===== src/rtl/shc_pkg.sv =====
package shc_pkg;
  typedef enum logic [1:0] {
    SK_LSL = 2'b00,
    SK_LSR = 2'b01,
    SK_ASR = 2'b10,
    SK_ROR = 2'b11
  } shift_kind_e;
endpackage


===== src/rtl/shc_amount_decode.sv =====
module shc_amount_decode #(
  parameter int DATA_W = 32,
  parameter int AMT_W  = 8,
  localparam int LOG_W = $clog2(DATA_W)
) (
  input  logic [AMT_W-1:0] amt,
  output logic             is_zero,
  output logic             is_below,
  output logic             is_exact,
  output logic             low_zero,
  output logic [LOG_W-1:0] low
);
  localparam logic [AMT_W-1:0] WIDTH_AMT = AMT_W'(DATA_W);

  always_comb begin
    is_zero  = (amt == '0);
    is_below = (amt < WIDTH_AMT);
    is_exact = (amt == WIDTH_AMT);
    low      = amt[LOG_W-1:0];
    low_zero = (low == '0);
  end
endmodule


===== src/rtl/shc_core.sv =====
module shc_core
  import shc_pkg::*;
#(
  parameter int DATA_W = 32,
  localparam int LOG_W = $clog2(DATA_W)
) (
  input  logic [DATA_W-1:0] op,
  input  logic              cin,
  input  shift_kind_e       kind,
  input  logic              is_zero,
  input  logic              is_below,
  input  logic              is_exact,
  input  logic              low_zero,
  input  logic [LOG_W-1:0]  low,
  output logic [DATA_W-1:0] res,
  output logic              cout
);
  logic [LOG_W-1:0]    idx_left;
  logic [LOG_W-1:0]    idx_right;
  logic [2*DATA_W-1:0] rot_wide;
  logic                sign_b;

  always_comb begin
    idx_left  = '0 - low;
    idx_right = low - LOG_W'(1);
    rot_wide  = {op, op} >> low;
    sign_b    = op[DATA_W-1];
    res       = op;
    cout      = cin;
    if (!is_zero) begin
      unique case (kind)
        SK_LSL: begin
          if (is_below) begin
            res  = op << low;
            cout = op[idx_left];
          end else begin
            res  = '0;
            cout = is_exact ? op[0] : 1'b0;
          end
        end
        SK_LSR: begin
          if (is_below) begin
            res  = op >> low;
            cout = op[idx_right];
          end else begin
            res  = '0;
            cout = is_exact ? sign_b : 1'b0;
          end
        end
        SK_ASR: begin
          if (is_below) begin
            res  = DATA_W'($signed(op) >>> low);
            cout = op[idx_right];
          end else begin
            res  = {DATA_W{sign_b}};
            cout = sign_b;
          end
        end
        default: begin
          if (low_zero) begin
            res  = op;
            cout = sign_b;
          end else begin
            res  = rot_wide[DATA_W-1:0];
            cout = op[idx_right];
          end
        end
      endcase
    end
  end
endmodule


===== src/rtl/shc_out_stage.sv =====
module shc_out_stage #(
  parameter int DATA_W  = 32,
  parameter bit REG_OUT = 1'b1
) (
  input  logic              clk,
  input  logic              rst,
  input  logic              v_in,
  input  logic [DATA_W-1:0] d_in,
  input  logic              c_in,
  output logic              v_out,
  output logic [DATA_W-1:0] d_out,
  output logic              c_out
);
  generate
    if (REG_OUT) begin : g_reg
      always_ff @(posedge clk) begin
        if (rst) begin
          v_out <= 1'b0;
          d_out <= '0;
          c_out <= 1'b0;
        end else begin
          v_out <= v_in;
          d_out <= d_in;
          c_out <= c_in;
        end
      end
    end else begin : g_comb
      logic unused_clk_rst;
      assign unused_clk_rst = clk ^ rst;
      assign v_out = v_in;
      assign d_out = d_in;
      assign c_out = c_in;
    end
  endgenerate
endmodule


===== src/rtl/shift_carry_unit.sv =====
module shift_carry_unit
  import shc_pkg::*;
#(
  parameter int DATA_W  = 32,
  parameter int AMT_W   = 8,
  parameter bit REG_OUT = 1'b1,
  localparam int LOG_W  = $clog2(DATA_W)
) (
  input  logic              clk,
  input  logic              rst,
  input  logic              in_valid,
  input  logic [DATA_W-1:0] operand,
  input  logic [DATA_W-1:0] amt_reg,
  input  logic [1:0]        op_kind,
  input  logic              carry_in,
  output logic              out_valid,
  output logic [DATA_W-1:0] result,
  output logic              carry_out
);
  logic [AMT_W-1:0]  amt;
  logic              unused_amt_hi;
  logic              a_zero, a_below, a_exact, a_low_zero;
  logic [LOG_W-1:0]  a_low;
  logic [DATA_W-1:0] core_res;
  logic              core_c;

  assign amt           = amt_reg[AMT_W-1:0];    // low byte only
  assign unused_amt_hi = ^amt_reg[DATA_W-1:AMT_W];

  shc_amount_decode #(.DATA_W(DATA_W), .AMT_W(AMT_W)) u_dec (
    .amt(amt), .is_zero(a_zero), .is_below(a_below), .is_exact(a_exact),
    .low_zero(a_low_zero), .low(a_low)
  );

  shc_core #(.DATA_W(DATA_W)) u_core (
    .op(operand), .cin(carry_in), .kind(shift_kind_e'(op_kind)),
    .is_zero(a_zero), .is_below(a_below), .is_exact(a_exact),
    .low_zero(a_low_zero), .low(a_low), .res(core_res), .cout(core_c)
  );

  shc_out_stage #(.DATA_W(DATA_W), .REG_OUT(REG_OUT)) u_out (
    .clk(clk), .rst(rst), .v_in(in_valid), .d_in(core_res), .c_in(core_c),
    .v_out(out_valid), .d_out(result), .c_out(carry_out)
  );

  generate
    if (REG_OUT) begin : g_chk
      p_zero_pass_r2: assert property (@(posedge clk) disable iff (rst)
        (in_valid && amt == '0) |=>
          (result == $past(operand) && carry_out == $past(carry_in)));

      p_lsl_far_r3: assert property (@(posedge clk) disable iff (rst)
        (in_valid && op_kind == SK_LSL && amt > AMT_W'(DATA_W)) |=>
          (result == '0 && !carry_out));

      p_lsr_far_r4: assert property (@(posedge clk) disable iff (rst)
        (in_valid && op_kind == SK_LSR && amt > AMT_W'(DATA_W)) |=>
          (result == '0 && !carry_out));

      p_asr_fill_r5: assert property (@(posedge clk) disable iff (rst)
        (in_valid && op_kind == SK_ASR && amt >= AMT_W'(DATA_W)) |=>
          (result == {DATA_W{$past(operand[DATA_W-1])}} &&
           carry_out == $past(operand[DATA_W-1])));

      p_ror_whole_r6: assert property (@(posedge clk) disable iff (rst)
        (in_valid && op_kind == SK_ROR && amt != '0 && amt[LOG_W-1:0] == '0) |=>
          (result == $past(operand) && carry_out == $past(operand[DATA_W-1])));

      p_valid_rise_r8: assert property (@(posedge clk) disable iff (rst)
        in_valid |=> out_valid);

      p_valid_fall_r8: assert property (@(posedge clk) disable iff (rst)
        !in_valid |=> !out_valid);
    end
  endgenerate
endmodule


===== config.mk =====
export PLATFORM = sky130hd
export DESIGN_NAME = shift_carry_unit
export DESIGN_NICKNAME = d
export VERILOG_FILES = /design/src/rtl/shc_pkg.sv /design/src/rtl/shc_amount_decode.sv /design/src/rtl/shc_core.sv /design/src/rtl/shc_out_stage.sv /design/src/rtl/shift_carry_unit.sv
export SDC_FILE = /design/constraint.sdc
export NUM_CORES = 1
export LEC_CHECK = 0
export BUFFER_PORTS_ARGS = -buffer_cell sky130_fd_sc_hd__buf_2
export CAP_MARGIN = 20
export CORE_MARGIN = 5
export CORE_UTILIZATION = 30
export DETAILED_ROUTE_END_ITERATION = 7
export SLEW_MARGIN = 10
export SYNTH_ARGS = -nofsm -noshare
export SYNTH_HDL_FRONTEND = slang
export SYNTH_HIERARCHICAL = 1
export SYNTH_SLANG_ARGS = --single-unit

===== constraint.sdc =====
create_clock -name clk -period 5.2 [get_ports clk]
set_clock_uncertainty 0.15 [all_clocks]
set_input_delay 1.04 -clock clk [delete_from_list [all_inputs] [get_ports clk]]
set_output_delay 1.04 -clock clk [all_outputs]
set_load 0.01 [all_outputs]

# Word-level counts from Yosys, hierarchy flattened
# Cells that the tools add are included.
# totals
out_inout_bits	34
regBits	34
elab_cells	36
# classes
n_eq_ne	3
n_mux	18
addsub	2
n_reduce_logical	3
n_shift	4
order_cmp	3
# ops
operator	n
$mux 32	5
$pmux 32 s3	1
$shr 64x5->32	1
$shl 32x5->32	1
$shr 32x5->32	1
$sshr 32x5->32	1
$lt 5x6->1 const B	2
$bmux 1 s5	2
$mux 1	9
$eq 8x6->1 const B	1
$logic_not 8->1	1
$lt 8x6->1 const B	1
$logic_not 5->1	1
$sub 1x5->5 const A	1
$sub 5x1->5 const B	1
$pmux 1 s3	1
$eq 2x1->1 const B	1
$eq 2x2->1 const B	1
$logic_not 2->1	1

# Longest topological paths before layout
# Gate-level depths: netlist of the first run.
# logic_depth
depth_word	6
depth_mapped	15
mapped_depth_nobuf	9

# By module
# Netlist of the first run, hierarchy kept.
# by_module_without_submodules
mod	cells_per_inst	n_inst	area_per_inst_um2
shc_core	836	1	6979.2
shc_out_stage	71	1	937.1
shc_amount_decode	12	1	90.1

# Least setup slack after synthesis of the first run
# Ideal clock, no wire load.
# synth_path
path_kind	input to register
from	input port amt_reg[0]
to	register u_out.c_out
t_required_ps	4934
setup_ps	116
arrival_ps	4191
path_stages	14
slack_ps	743
path_cell_list	buf_4 > buf_4 > inv_1 > buf_2 > buf_1 > ha_1 > clkbuf_1 > clkbuf_1 > mux4_2 > mux4_2 > mux2_2 > nand3_1 > o22ai_1 > and2b_2
# synth_via
elab_chain_cells	6
word_cells_on_any_way	18
cone_classes	add/sub: 2; order compare: 1; eq/ne: 1; mux: 12; reduce/logical: 2
# synth_lines
element	line_no	rtl
start: declaration	shift_carry_unit.sv:13	input logic [DATA_W-1:0] amt_reg,
$sub 5x1->5 or $sub 1x5->5 (tied branches)	shc_core.sv:25, shc_core.sv:24	
$bmux 1 s5, on equally long branches	--	
$mux 1, on equally long branches (2 in a row)	--	
$pmux 1 s3	shc_core.sv:31	unique case (kind)
$mux 1 (*)	shc_core.sv:30	if (!is_zero) begin
via core_c	shift_carry_unit.sv:25	logic core_c;
end signal: assignment	shc_out_stage.sv:24	c_out <= c_in;
end: declaration	shc_out_stage.sv:12	output logic c_out
# The timed path passes the listed nets; every way through them passes the cells marked *. The select of a mux whose other input is x is not followed.
# A chain may end at the register's enable or synchronous reset.

# Worst setup path in the final report of the first run
# layout_path
from	input port amt_reg[1]
to	register u_out.c_out
# Same word-level chain as after synthesis.

==> results of run 1 <==
-- final timing paths --
check | from | to | slack, ns | depth (start not counted)
min | in_valid | u_out/v_out$_SDFF_PP0_ | 0.83 | 2
max | amt_reg[1] | u_out/c_out$_SDFF_PP0_ | 0.95 | 10
-- final cells by class --
type                            count  area, um^2
Sequential cell                    34         681
Inverter                           19        71.3
Multi-Input combinational cell    737        6640
Antenna cell                        1        2.50
Clock buffer                        6         139
Timing Repair Buffer              109         656
Fill cell                        2755       17600
Tap cell                          335         419
-- cells by family (layout without fill, tap and decap cells) --
family | count (synthesis) | in the layout | share of synthesized area
compound gates | 244 | 244 | 0.223
flops | 34 | 34 | 0.0850
other cells | 0 | 1 | 0
xor+xnor | 7 | 7 | 0.00766
buf+inv | 148 | 134 | 0.0864
mux | 195 | 195 | 0.411
fa+ha+maj | 2 | 2 | 0.00312
simple gates | 289 | 289 | 0.185
-- flip-flops by register name (all words and copies together), names as in the netlist --
signal,flops
u_out/c_out,1
u_out/v_out,1
u_out/d_out,32
-- metal layers --
metal  track usage  part of all wire  vias to the layer above
met5             0                 0                        -
met4        0.0742             0.031                        0
met3        0.0615              0.14                      102
met2         0.378              0.42                      749
met1         0.383              0.41                     4357
li1              -                 -                     3612
-- power breakdown --
part / internal, W / switching, W
Clock: 0.000184 / 0.0000947
Sequential: 0.000281 / 0.00000406
Combinational: 0.000346 / 0.000534
-- layout by cell type (no fill, tap or decap), drive strengths merged, types with 18 or more instances in the layout --
| master | count |
|---|---|
| dfxtp | 34 |
| nand2 | 65 |
| inv | 18 |
| a21oi | 41 |
| mux4 | 98 |
| mux2i | 55 |
| mux2 | 42 |
| o21ai | 30 |
| nor2 | 72 |
| buf | 109 |
| nor2b | 38 |
| nor3 | 24 |
| a211oi | 18 |
-- per-stage QoR --
stage / setup WS, ns / hold slack (ns) / cells / area [um^2]
after floorplan: 0.743 / 1.03 / 919 / 8010
after global placement: 0.838 / 1.12 / 1234 / 8470
after detailed placement: 0.842 / 1.12 / 1234 / 8470
after CTS: 1.13 / 0.826 / 1240 / 8610
after global routing: 0.853 / 0.838 / 1240 / 8610
final: 0.955 / 0.831 / 1241 / 8610
==> impl_metrics.prom, run 1 <==
# TYPE chip_impl_metric gauge
chip_impl_metric{name="synth.ff_latch_count",unit=""} 34
chip_impl_metric{name="post_drt_wl_per_cell",unit="um"} 32.6
chip_impl_metric{name="layout_worst_path_cycle_share",unit=""} 0.816
chip_impl_metric{name="vias_per_cell",unit=""} 7.11
chip_impl_metric{name="finalSetupViolations",unit=""} 0
chip_impl_info{name="cts-root-buf",value="sky130_fd_sc_hd__clkbuf_16"} 1
chip_impl_metric{name="synth_sequential_area_ratio",unit=""} 0.0850
chip_impl_metric{name="pwr_density_cell",unit="mW/mm^2"} 168
chip_impl_metric{name="post_cts_resize_count",unit=""} 0
chip_impl_metric{name="grt_max_degree",unit=""} 71
chip_impl_metric{name="grt_overflow_total",unit=""} 0
chip_impl_metric{name="required",unit="ns"} 5.22
chip_impl_metric{name="ioPinCount",unit=""} 104
chip_impl_metric{name="cts_buffers",unit=""} 5
chip_impl_metric{name="synth_warnings",unit=""} 6
chip_impl_metric{name="p_leak",unit="nW"} 3.24
chip_impl_metric{name="design.die.area",unit="mm^2"} 0.0301
chip_impl_metric{name="final_nets",unit=""} 978
chip_impl_metric{name="cts_max_path_buffers",unit=""} 2
chip_impl_metric{name="final_core_utilization",unit=""} 0.329
chip_impl_info{name="grt_setup_unrepaired",value="false"} 1
chip_impl_info{name="synth_area_leader_cell",value="sky130_fd_sc_hd__mux4_2"} 1
chip_impl_metric{name="gp_routability_congestion",unit=""} 1.04
chip_impl_metric{name="synth_edf_count",unit=""} 0
chip_impl_info{name="post_synth_main_area_contributors",value="sky130_fd_sc_hd__mux4_2 24%, sky130_fd_sc_hd__dfxtp_1 8.5%, sky130_fd_sc_hd__mux2i_1 6.9%"} 1
chip_impl_info{name="worst_path_class_setup",value="in -> reg"} 1
chip_impl_metric{name="layout-drive-gt1-share",unit=""} 0.286
chip_impl_info{name="timing.critical_path.cells",value="buf_4 -> inv_1 -> ha_1 -> mux4_2 -> and3_1 -> o211ai_1 -> nand3_1 -> a21boi_0 -> o22ai_1 -> and2b_2"} 1
chip_impl_metric{name="detailedPlacementHpwl",unit="mm"} 29.7
chip_impl_metric{name="drt_drc_violations_left",unit=""} 0
chip_impl_metric{name="grt_first_pass_wirelength",unit="mm"} 59.0
chip_impl_metric{name="cell_area_synth",unit="mm^2"} 0.00801
chip_impl_metric{name="max_cap_violations",unit=""} 0
chip_impl_info{name="worst_hold_path_type",value="in -> reg"} 1
chip_impl_metric{name="total_power",unit="W"} 0.00144
chip_impl_metric{name="h-tree-depth",unit=""} 2
chip_impl_metric{name="port-buffer-count",unit=""} 79
chip_impl_metric{name="route.vias.total",unit=""} 8820
chip_impl_metric{name="final_period_minus_worst_setup_slack",unit="ns"} 4.25
chip_impl_metric{name="postSynth.asyncResetShare",unit=""} 0
chip_impl_metric{name="worst_setup_hold_path_clk_slew",unit="ns"} 0.05
chip_impl_metric{name="num_rows",unit=""} 59
chip_impl_metric{name="tightestPinTransition",unit="ns"} 1.01
chip_impl_metric{name="crit_arrival",unit="ns"} 4.27
chip_impl_metric{name="floorplan.die.height",unit="um"} 173
chip_impl_metric{name="worst-path-max-fanout",unit=""} 17
chip_impl_info{name="cts_tree",value="built"} 1
chip_impl_metric{name="cp_bufs_invs",unit=""} 2
chip_impl_metric{name="grtUsageTotal",unit=""} 0.260
chip_impl_metric{name="antenna_found_initial",unit=""} 0
chip_impl_metric{name="fp.coreArea",unit="mm^2"} 0.0262
chip_impl_info{name="synth_commonest_cells",value="84 x sky130_fd_sc_hd__mux4_2, 75 x sky130_fd_sc_hd__clkbuf_1, 72 x sky130_fd_sc_hd__nor2_1"} 1
chip_impl_metric{name="tns",unit="ns"} 0
chip_impl_metric{name="effective_utilization_at_floorplan",unit=""} 0.306
chip_impl_metric{name="gate_count_of_the_mapped_netlist",unit=""} 919
chip_impl_metric{name="holdBufCountCts",unit=""} 0
chip_impl_metric{name="grt_pass1_vias",unit=""} 8172
chip_impl_info{name="status",value="finished clean"} 1
chip_impl_metric{name="synth_largest_type_area_fraction",unit=""} 0.236
chip_impl_metric{name="area.growth.synth_to_final",unit="%"} 7.55
chip_impl_metric{name="cp_slowest_stage_delay",unit="ns"} 0.75
chip_impl_metric{name="post-cts-setup-buffers",unit=""} 0
chip_impl_info{name="critPathLaunchType",value="primary input"} 1
chip_impl_info{name="synth_top_flop_cell",value="sky130_fd_sc_hd__dfxtp_1"} 1
chip_impl_metric{name="final_max_slew_viol_count",unit=""} 0
chip_impl_metric{name="detail_route.iter0.violations",unit=""} 1330
chip_impl_metric{name="fmaxAchievable",unit="MHz"} 236
chip_impl_metric{name="maxSlewHeadroom",unit=""} 0.318
chip_impl_info{name="crit_family",value="compound AO/OA/AOI/OAI gates"} 1
chip_impl_metric{name="antenna_violating_nets_left",unit=""} 0
chip_impl_metric{name="final_hold_viol_count",unit=""} 0
chip_impl_metric{name="postSynthNetCount",unit=""} 991
chip_impl_metric{name="syn-mean-instance-area",unit="um^2"} 8.71
chip_impl_info{name="crit_path_end_kind",value="register"} 1
chip_impl_metric{name="drt_first_pass_iters",unit=""} 6
chip_impl_info{name="synth.most_common_cell",value="sky130_fd_sc_hd__mux4_2"} 1
chip_impl_metric{name="yosysUniqueCellTypes",unit=""} 83
chip_impl_info{name="slowest_stage",value="sky130_fd_sc_hd__ha_1"} 1
chip_impl_metric{name="postRouteWirelength",unit="mm"} 40.4
chip_impl_metric{name="tritoncts_num_sinks",unit=""} 34
chip_impl_metric{name="worst_ir_drop_vdd",unit="mV"} 0.0981
chip_impl_metric{name="die_w",unit="um"} 173
Note: power is estimated with default switching activity, not from simulation.
==> run 2, diff against run 1 <==
==> constraint.sdc (replaced) <==
create_clock -name clk -period 3.6 [get_ports clk]
set_clock_uncertainty 0.15 [all_clocks]
set_input_delay 0.72 -clock clk [delete_from_list [all_inputs] [get_ports clk]]
set_output_delay 0.72 -clock clk [all_outputs]
set_load 0.01 [all_outputs]
==> run 2 against run 1 <==
Against the previous run:
- worst hold slack worse by 0.32 ns
- global-route usage grew 1.9 points
- combinational power rose by 68%
- power up 59%
- cell count rose by 11%
- sequential share of layout area down 0.93 points
- highest routed layer unchanged
==> impl_metrics.prom, run 2 (synthesis gave the netlist of run 1 again) <==
# TYPE chip_impl_metric gauge
chip_impl_metric{name="ioPinCount",unit=""} 104
chip_impl_info{name="crit_path_end_kind",value="register"} 1
chip_impl_metric{name="finalSetupViolations",unit=""} 0
chip_impl_metric{name="layout_worst_path_cycle_share",unit=""} 0.975
chip_impl_metric{name="final_period_minus_worst_setup_slack",unit="ns"} 3.51
chip_impl_info{name="registers.top_by_ff_count",value="u_out/d_out"} 1
chip_impl_metric{name="gp_routability_congestion",unit=""} 1.06
chip_impl_metric{name="tns",unit="ns"} 0
chip_impl_metric{name="grt_overflow_total",unit=""} 0
chip_impl_metric{name="antenna_violating_nets_left",unit=""} 0
chip_impl_metric{name="grt_pass1_vias",unit=""} 8945
chip_impl_metric{name="floorplan.die.height",unit="um"} 173
chip_impl_metric{name="final_hold_viol_count",unit=""} 0
chip_impl_metric{name="layout-drive-gt1-share",unit=""} 0.379
chip_impl_metric{name="grt_first_pass_wirelength",unit="mm"} 62.9
chip_impl_info{name="worst_path_class_setup",value="in -> reg"} 1
chip_impl_metric{name="tritoncts_num_sinks",unit=""} 34
chip_impl_metric{name="crit_arrival",unit="ns"} 3.51
chip_impl_metric{name="post-cts-setup-buffers",unit=""} 0
chip_impl_info{name="grt_setup_unrepaired",value="false"} 1
chip_impl_metric{name="num_rows",unit=""} 59
chip_impl_info{name="layout_commonest_cell",value="sky130_fd_sc_hd__buf_4"} 1
chip_impl_info{name="status",value="finished clean"} 1
chip_impl_metric{name="cts_buffers",unit=""} 5
chip_impl_metric{name="worst_setup_hold_path_clk_slew",unit="ns"} 0.05
chip_impl_metric{name="dp.cells",unit=""} 1371
chip_impl_metric{name="post_drt_wl_per_cell",unit="um"} 31.6
chip_impl_info{name="crit_path_start",value="amt_reg[1]"} 1
chip_impl_metric{name="pwr_density_cell",unit="mW/mm^2"} 235
chip_impl_metric{name="drt_first_pass_iters",unit=""} 5
chip_impl_info{name="cts_tree",value="built"} 1
chip_impl_metric{name="detailedPlacementHpwl",unit="mm"} 34.0
chip_impl_metric{name="fp.coreArea",unit="mm^2"} 0.0262
chip_impl_metric{name="final_max_slew_viol_count",unit=""} 0
chip_impl_metric{name="drt_drc_violations_left",unit=""} 0
chip_impl_metric{name="port-buffer-count",unit=""} 79
chip_impl_info{name="critPathCapture",value="u_out/d_out[1]$_SDFF_PP0_"} 1
chip_impl_info{name="critPathLaunchType",value="primary input"} 1
chip_impl_metric{name="stdcell_count",unit=""} 1377
chip_impl_metric{name="vias_per_cell",unit=""} 6.80
chip_impl_metric{name="number_of_flip_flops_under_the_largest_register_name",unit=""} 32
chip_impl_metric{name="die_w",unit="um"} 173
chip_impl_metric{name="detail_route.iter0.violations",unit=""} 1262
chip_impl_metric{name="h-tree-depth",unit=""} 2
chip_impl_metric{name="max_cap_violations",unit=""} 0
chip_impl_info{name="most-common-layout-cells",value="159 x sky130_fd_sc_hd__buf_4, 84 x sky130_fd_sc_hd__mux4_2, 75 x sky130_fd_sc_hd__buf_2, 72 x sky130_fd_sc_hd__nor2_1, 65 x sky130_fd_sc_hd__nand2_1"} 1
chip_impl_metric{name="holdBufCountCts",unit=""} 0
chip_impl_metric{name="antenna_found_initial",unit=""} 1
chip_impl_metric{name="required",unit="ns"} 3.60
chip_impl_metric{name="p_leak",unit="nW"} 3.95
chip_impl_metric{name="tightestPinTransition",unit="ns"} 0.897
chip_impl_metric{name="grtUsageTotal",unit=""} 0.279
chip_impl_metric{name="area.growth.synth_to_final",unit="%"} 21.9
chip_impl_metric{name="route.vias.total",unit=""} 9367
chip_impl_metric{name="fmaxAchievable",unit="MHz"} 285
chip_impl_metric{name="worst-path-max-fanout",unit=""} 10
chip_impl_metric{name="worst_ir_drop_vdd",unit="mV"} 0.124
chip_impl_info{name="largest_registers_ranked_by_flip_flop_count",value="u_out/d_out x32, u_out/c_out x1, u_out/v_out x1"} 1
chip_impl_metric{name="grt_max_degree",unit=""} 66
chip_impl_info{name="worst_hold_path_type",value="in -> reg"} 1
chip_impl_metric{name="final_nets",unit=""} 1115
chip_impl_metric{name="diodes",unit=""} 0
chip_impl_metric{name="cts_max_path_buffers",unit=""} 2
chip_impl_metric{name="maxSlewHeadroom",unit=""} 0.396
chip_impl_metric{name="effective_utilization_at_floorplan",unit=""} 0.306
chip_impl_info{name="cts-root-buf",value="sky130_fd_sc_hd__clkbuf_16"} 1
chip_impl_metric{name="design.die.area",unit="mm^2"} 0.0301
chip_impl_metric{name="post_cts_resize_count",unit=""} 0
chip_impl_metric{name="postRouteWirelength",unit="mm"} 43.5
run 2: how the worst min path moves through the flow:
stage / slack (ns) / from / cells past startpoint / end
2_1_floorplan: 0.71 / in_valid / 1 / u_out/v_out$_SDFF_PP0_
3_3_place_gp: 0.79 / in_valid / 2 / u_out/v_out$_SDFF_PP0_
3_5_place_dp: 0.80 / in_valid / 2 / u_out/v_out$_SDFF_PP0_
4_1_cts: 0.51 / in_valid / 2 / u_out/v_out$_SDFF_PP0_
5_1_grt: 0.51 / in_valid / 2 / u_out/v_out$_SDFF_PP0_
6_report: 0.51 / in_valid / 2 / u_out/v_out$_SDFF_PP0_
run 2: stage by stage:
stage	hold slack, ns	setup WS (ns)	utilization	instance area, um^2	total power, W
global route	0.509	0.00262	0.372	9760	0.00239
detailed placement	0.797	-0.0776	0.367	9620	0.00184
global placement	0.794	-0.114	0.367	9610	0.00184
finish	0.511	0.0885	0.372	9760	0.00230
CTS	0.506	0.209	0.372	9760	0.00226
floorplan	0.712	0.00518	-	8030	0.00126
run 2: critical path: stages:
cell and delay (ns):
sky130_fd_sc_hd__buf_4 0.20, sky130_fd_sc_hd__buf_4 0.23, sky130_fd_sc_hd__buf_4 0.23, sky130_fd_sc_hd__mux4_1 0.59
sky130_fd_sc_hd__mux2_2 0.35, sky130_fd_sc_hd__nor3_1 0.24, sky130_fd_sc_hd__o31ai_1 0.12, sky130_fd_sc_hd__a2111oi_0 0.51
sky130_fd_sc_hd__a221oi_1 0.15, sky130_fd_sc_hd__nor2b_1 0.16
run 2: final cells by class:
| type | instances | area (um^2) |
|---|---|---|
| fill | 2703 | 16400 |
| multi-input combinational | 737 | 6640 |
| timing repair buffer | 246 | 1810 |
| sequential | 34 | 681 |
| tap | 335 | 419 |
| clock buffer | 6 | 139 |
| inverter | 19 | 71.3 |
run 2: power by group:
group          internal (W)  switching, W  leakage (nW)  total, W
registers          0.000406    0.00000577         0.280  0.000412
clock network      0.000266      0.000140        0.0688  0.000406
logic              0.000640      0.000837          3.60   0.00148
run 2: per-layer routing:
layer	up-vias	GRT usage	part of all wire
li1	3871	-	-
met1	4648	0.393	0.41
met2	732	0.414	0.42
met3	116	0.0715	0.12
met4	0	0.0991	0.045
met5	-	0	0
==> run 3, diff against run 2 <==
--- a/config.mk
+++ b/config.mk
@@ -10,6 +10,7 @@
 export CORE_MARGIN = 5
 export CORE_UTILIZATION = 30
 export DETAILED_ROUTE_END_ITERATION = 7
+export REMOVE_ABC_BUFFERS = 1
 export SLEW_MARGIN = 10
 export SYNTH_ARGS = -nofsm -noshare
 export SYNTH_HDL_FRONTEND = slang
==> run 3 against run 2 <==
Against the previous run:
- sequential power about the same
- non-clock buffer count decreased by 29
- global-route usage decreased by 1.8 points
- maximum frequency increased by 1.6%
- largest cell class unchanged
- via count decreased by 1.2%
- sequential share of layout area increased by 0.17 points
- die area unchanged
- worst setup slack improved by 0.056 ns
- flip-flop and latch count unchanged
- utilization decreased by 0.88 points
==> impl_metrics.prom, run 3 (synthesis gave the netlist of run 1 again) <==
# TYPE chip_impl_metric gauge
chip_impl_metric{name="post_cts_resize_count",unit=""} 0
chip_impl_metric{name="grt_first_pass_wirelength",unit="mm"} 59.7
chip_impl_info{name="crit_path_end_kind",value="register"} 1
chip_impl_metric{name="die_w",unit="um"} 173
chip_impl_metric{name="nFillCells",unit=""} 2662
chip_impl_metric{name="crit_arrival",unit="ns"} 3.47
chip_impl_metric{name="pwr_density_cell",unit="mW/mm^2"} 243
chip_impl_metric{name="cp_slowest_stage_delay",unit="ns"} 0.58
chip_impl_metric{name="total_met3_wirelength_after_detailed_routing",unit="mm"} 4.39
chip_impl_metric{name="port-buffer-count",unit=""} 79
chip_impl_metric{name="antenna_violating_nets_left",unit=""} 0
chip_impl_metric{name="design.die.area",unit="mm^2"} 0.0301
chip_impl_metric{name="tightestPinTransition",unit="ns"} 0.923
chip_impl_metric{name="number_of_flip_flops_under_the_largest_register_name",unit=""} 32
chip_impl_metric{name="post-cts-setup-buffers",unit=""} 0
chip_impl_metric{name="fin_hold_ws",unit="ns"} 0.486
chip_impl_metric{name="h-tree-depth",unit=""} 2
chip_impl_metric{name="grt_overflow_total",unit=""} 0
chip_impl_metric{name="grtUsageTotal",unit=""} 0.261
chip_impl_metric{name="max_cap_violations",unit=""} 0
chip_impl_metric{name="final_period_minus_worst_setup_slack",unit="ns"} 3.46
chip_impl_info{name="slowest_stage",value="sky130_fd_sc_hd__a2111oi_0"} 1
chip_impl_metric{name="final_max_slew_viol_count",unit=""} 0
chip_impl_metric{name="worst-path-max-fanout",unit=""} 21
chip_impl_metric{name="finalSetupViolations",unit=""} 0
chip_impl_info{name="worst_path_class_setup",value="in -> reg"} 1
chip_impl_metric{name="crit_cells",unit=""} 10
chip_impl_metric{name="post_drt_wl_per_cell",unit="um"} 30.4
chip_impl_metric{name="grt_max_degree",unit=""} 35
chip_impl_metric{name="holdBufCountCts",unit=""} 0
chip_impl_metric{name="grt_pass1_vias",unit=""} 8589
chip_impl_metric{name="final_nets",unit=""} 1086
chip_impl_metric{name="diodes",unit=""} 0
chip_impl_metric{name="p_leak",unit="nW"} 3.81
chip_impl_metric{name="effective_utilization_at_floorplan",unit=""} 0.306
chip_impl_info{name="largest_registers_ranked_by_flip_flop_count",value="u_out/d_out x32, u_out/c_out x1, u_out/v_out x1"} 1
chip_impl_info{name="hold_path_startpoint",value="in_valid"} 1
chip_impl_info{name="registers.top_by_ff_count",value="u_out/d_out"} 1
chip_impl_metric{name="maxSlewHeadroom",unit=""} 0.385
chip_impl_metric{name="ioPinCount",unit=""} 104
chip_impl_metric{name="route.vias.total",unit=""} 9256
chip_impl_info{name="cts_tree",value="built"} 1
chip_impl_metric{name="gp_routability_congestion",unit=""} 1.08
chip_impl_metric{name="num_rows",unit=""} 59
chip_impl_metric{name="postPlaceCellArea",unit="mm^2"} 0.00936
chip_impl_metric{name="tns",unit="ns"} 0
chip_impl_metric{name="fp.coreArea",unit="mm^2"} 0.0262
chip_impl_metric{name="cts_max_path_buffers",unit=""} 2
chip_impl_info{name="timing.critical_path.cells",value="buf_4 -> buf_4 -> mux4_2 -> and2_0 -> buf_4 -> o31a_1 -> a2111oi_0 -> buf_4 -> a311oi_1 -> nor2b_1"} 1
chip_impl_info{name="critPathLaunchType",value="primary input"} 1
chip_impl_metric{name="area.growth.synth_to_final",unit="%"} 19.0
chip_impl_info{name="topRoutingLayerUsed",value="met5"} 1
chip_impl_info{name="cts-root-buf",value="sky130_fd_sc_hd__clkbuf_16"} 1
chip_impl_metric{name="hold_depth",unit=""} 2
chip_impl_metric{name="met2_wirelength",unit="mm"} 17.8
chip_impl_metric{name="cts_buffers",unit=""} 5
chip_impl_info{name="crit_family",value="buffers and inverters"} 1
chip_impl_metric{name="detailedPlacementHpwl",unit="mm"} 31.6
chip_impl_info{name="grt_setup_unrepaired",value="false"} 1
chip_impl_metric{name="worst_setup_hold_path_clk_slew",unit="ns"} 0.06
chip_impl_metric{name="cp_bufs_invs",unit=""} 4
chip_impl_metric{name="stdcell_count",unit=""} 1350
chip_impl_info{name="status",value="finished clean"} 1
chip_impl_metric{name="tritoncts_num_sinks",unit=""} 34
chip_impl_metric{name="dp.cells",unit=""} 1342
chip_impl_metric{name="drt_drc_violations_left",unit=""} 0
chip_impl_info{name="cpMostUsedCell",value="sky130_fd_sc_hd__buf_4"} 1
chip_impl_metric{name="drt_first_pass_iters",unit=""} 5
chip_impl_info{name="layout_commonest_cell",value="sky130_fd_sc_hd__buf_4"} 1
chip_impl_info{name="most-common-layout-cells",value="134 x sky130_fd_sc_hd__buf_4, 84 x sky130_fd_sc_hd__mux4_2, 75 x sky130_fd_sc_hd__buf_2, 72 x sky130_fd_sc_hd__nor2_1, 65 x sky130_fd_sc_hd__nand2_1"} 1
chip_impl_metric{name="postLayoutCellArea",unit="mm^2"} 0.00953
chip_impl_metric{name="vias_per_cell",unit=""} 6.86
chip_impl_info{name="worst_hold_path_type",value="in -> reg"} 1
chip_impl_metric{name="final_hold_viol_count",unit=""} 0
chip_impl_metric{name="worst_ir_drop_vdd",unit="mV"} 0.149
chip_impl_metric{name="detail_route.iter0.violations",unit=""} 1601
chip_impl_metric{name="postRouteWirelength",unit="mm"} 41.0
chip_impl_metric{name="detail_route.wirelength.met1",unit="mm"} 16.8
chip_impl_metric{name="layout_worst_path_cycle_share",unit=""} 0.960
chip_impl_metric{name="antenna_found_initial",unit=""} 1
chip_impl_metric{name="required",unit="ns"} 3.62
chip_impl_metric{name="layout-drive-gt1-share",unit=""} 0.363
chip_impl_metric{name="fmaxAchievable",unit="MHz"} 289
chip_impl_metric{name="floorplan.die.height",unit="um"} 173
chip_impl_info{name="min_delay_worst_endpoint",value="u_out/v_out$_SDFF_PP0_"} 1
-- run 3: changes by cell type in the layout (fill, tap and decap cells not counted) --
cell                         before  now
sky130_fd_sc_hd__nor3b_4          0    1
sky130_fd_sc_hd__clkbuf_8         1    0
sky130_fd_sc_hd__buf_4          159  134
sky130_fd_sc_hd__clkinvlp_4       0    2
sky130_fd_sc_hd__bufinv_16        0    1
sky130_fd_sc_hd__nor3b_2          1    0
sky130_fd_sc_hd__buf_12          12    8
-- run 3: how the worst max path moves through the flow --
| stage | from | slack [ns] | endpoint |
|---|---|---|---|
| floorplan | amt_reg[5] | -0.82 | u_out/d_out[9]$_SDFF_PP0_ |
| global placement | amt_reg[1] | -0.05 | u_out/d_out[25]$_SDFF_PP0_ |
| detailed placement | amt_reg[1] | -0.16 | u_out/d_out[25]$_SDFF_PP0_ |
| CTS | amt_reg[1] | 0.16 | u_out/d_out[25]$_SDFF_PP0_ |
| global route | amt_reg[1] | 0.02 | u_out/d_out[25]$_SDFF_PP0_ |
| finish | amt_reg[1] | 0.14 | u_out/d_out[25]$_SDFF_PP0_ |
-- run 3: where the power goes --
group	internal [W]	switching, W
registers	0.000405	0.00000577
logic	0.000604	0.000787
clock network	0.000326	0.000188
total	0.00134	0.000981
-- run 3: routing by layer --
metal / GRT usage / vias to the layer above
li1: - / 3809
met1: 0.360 / 4597
met2: 0.399 / 720
met3: 0.0526 / 128
met4: 0.110 / 2
met5: 0 / -
-- run 3: final cells by class --
type                    count  area (um^2)  share of cell area
clock inverters             3         45.0             0.00473
repair buffers            217         1540               0.162
flip-flops and latches     34          681              0.0714
multi-input cells         737         6650               0.697
clock buffers               5          125              0.0131
well taps                 335          419              0.0440
inverters                  19         71.3             0.00749
-- run 3: stage by stage --
stage | util | power [W] | worst slack [ns]
after detailed placement | 0.357 | 0.00176 | -0.160
after global routing | 0.364 | 0.00241 | 0.0194
final | 0.364 | 0.00232 | 0.145
after CTS | 0.364 | 0.00229 | 0.165
after global placement | 0.357 | 0.00176 | -0.0481
after floorplan | - | 0.00111 | -0.823
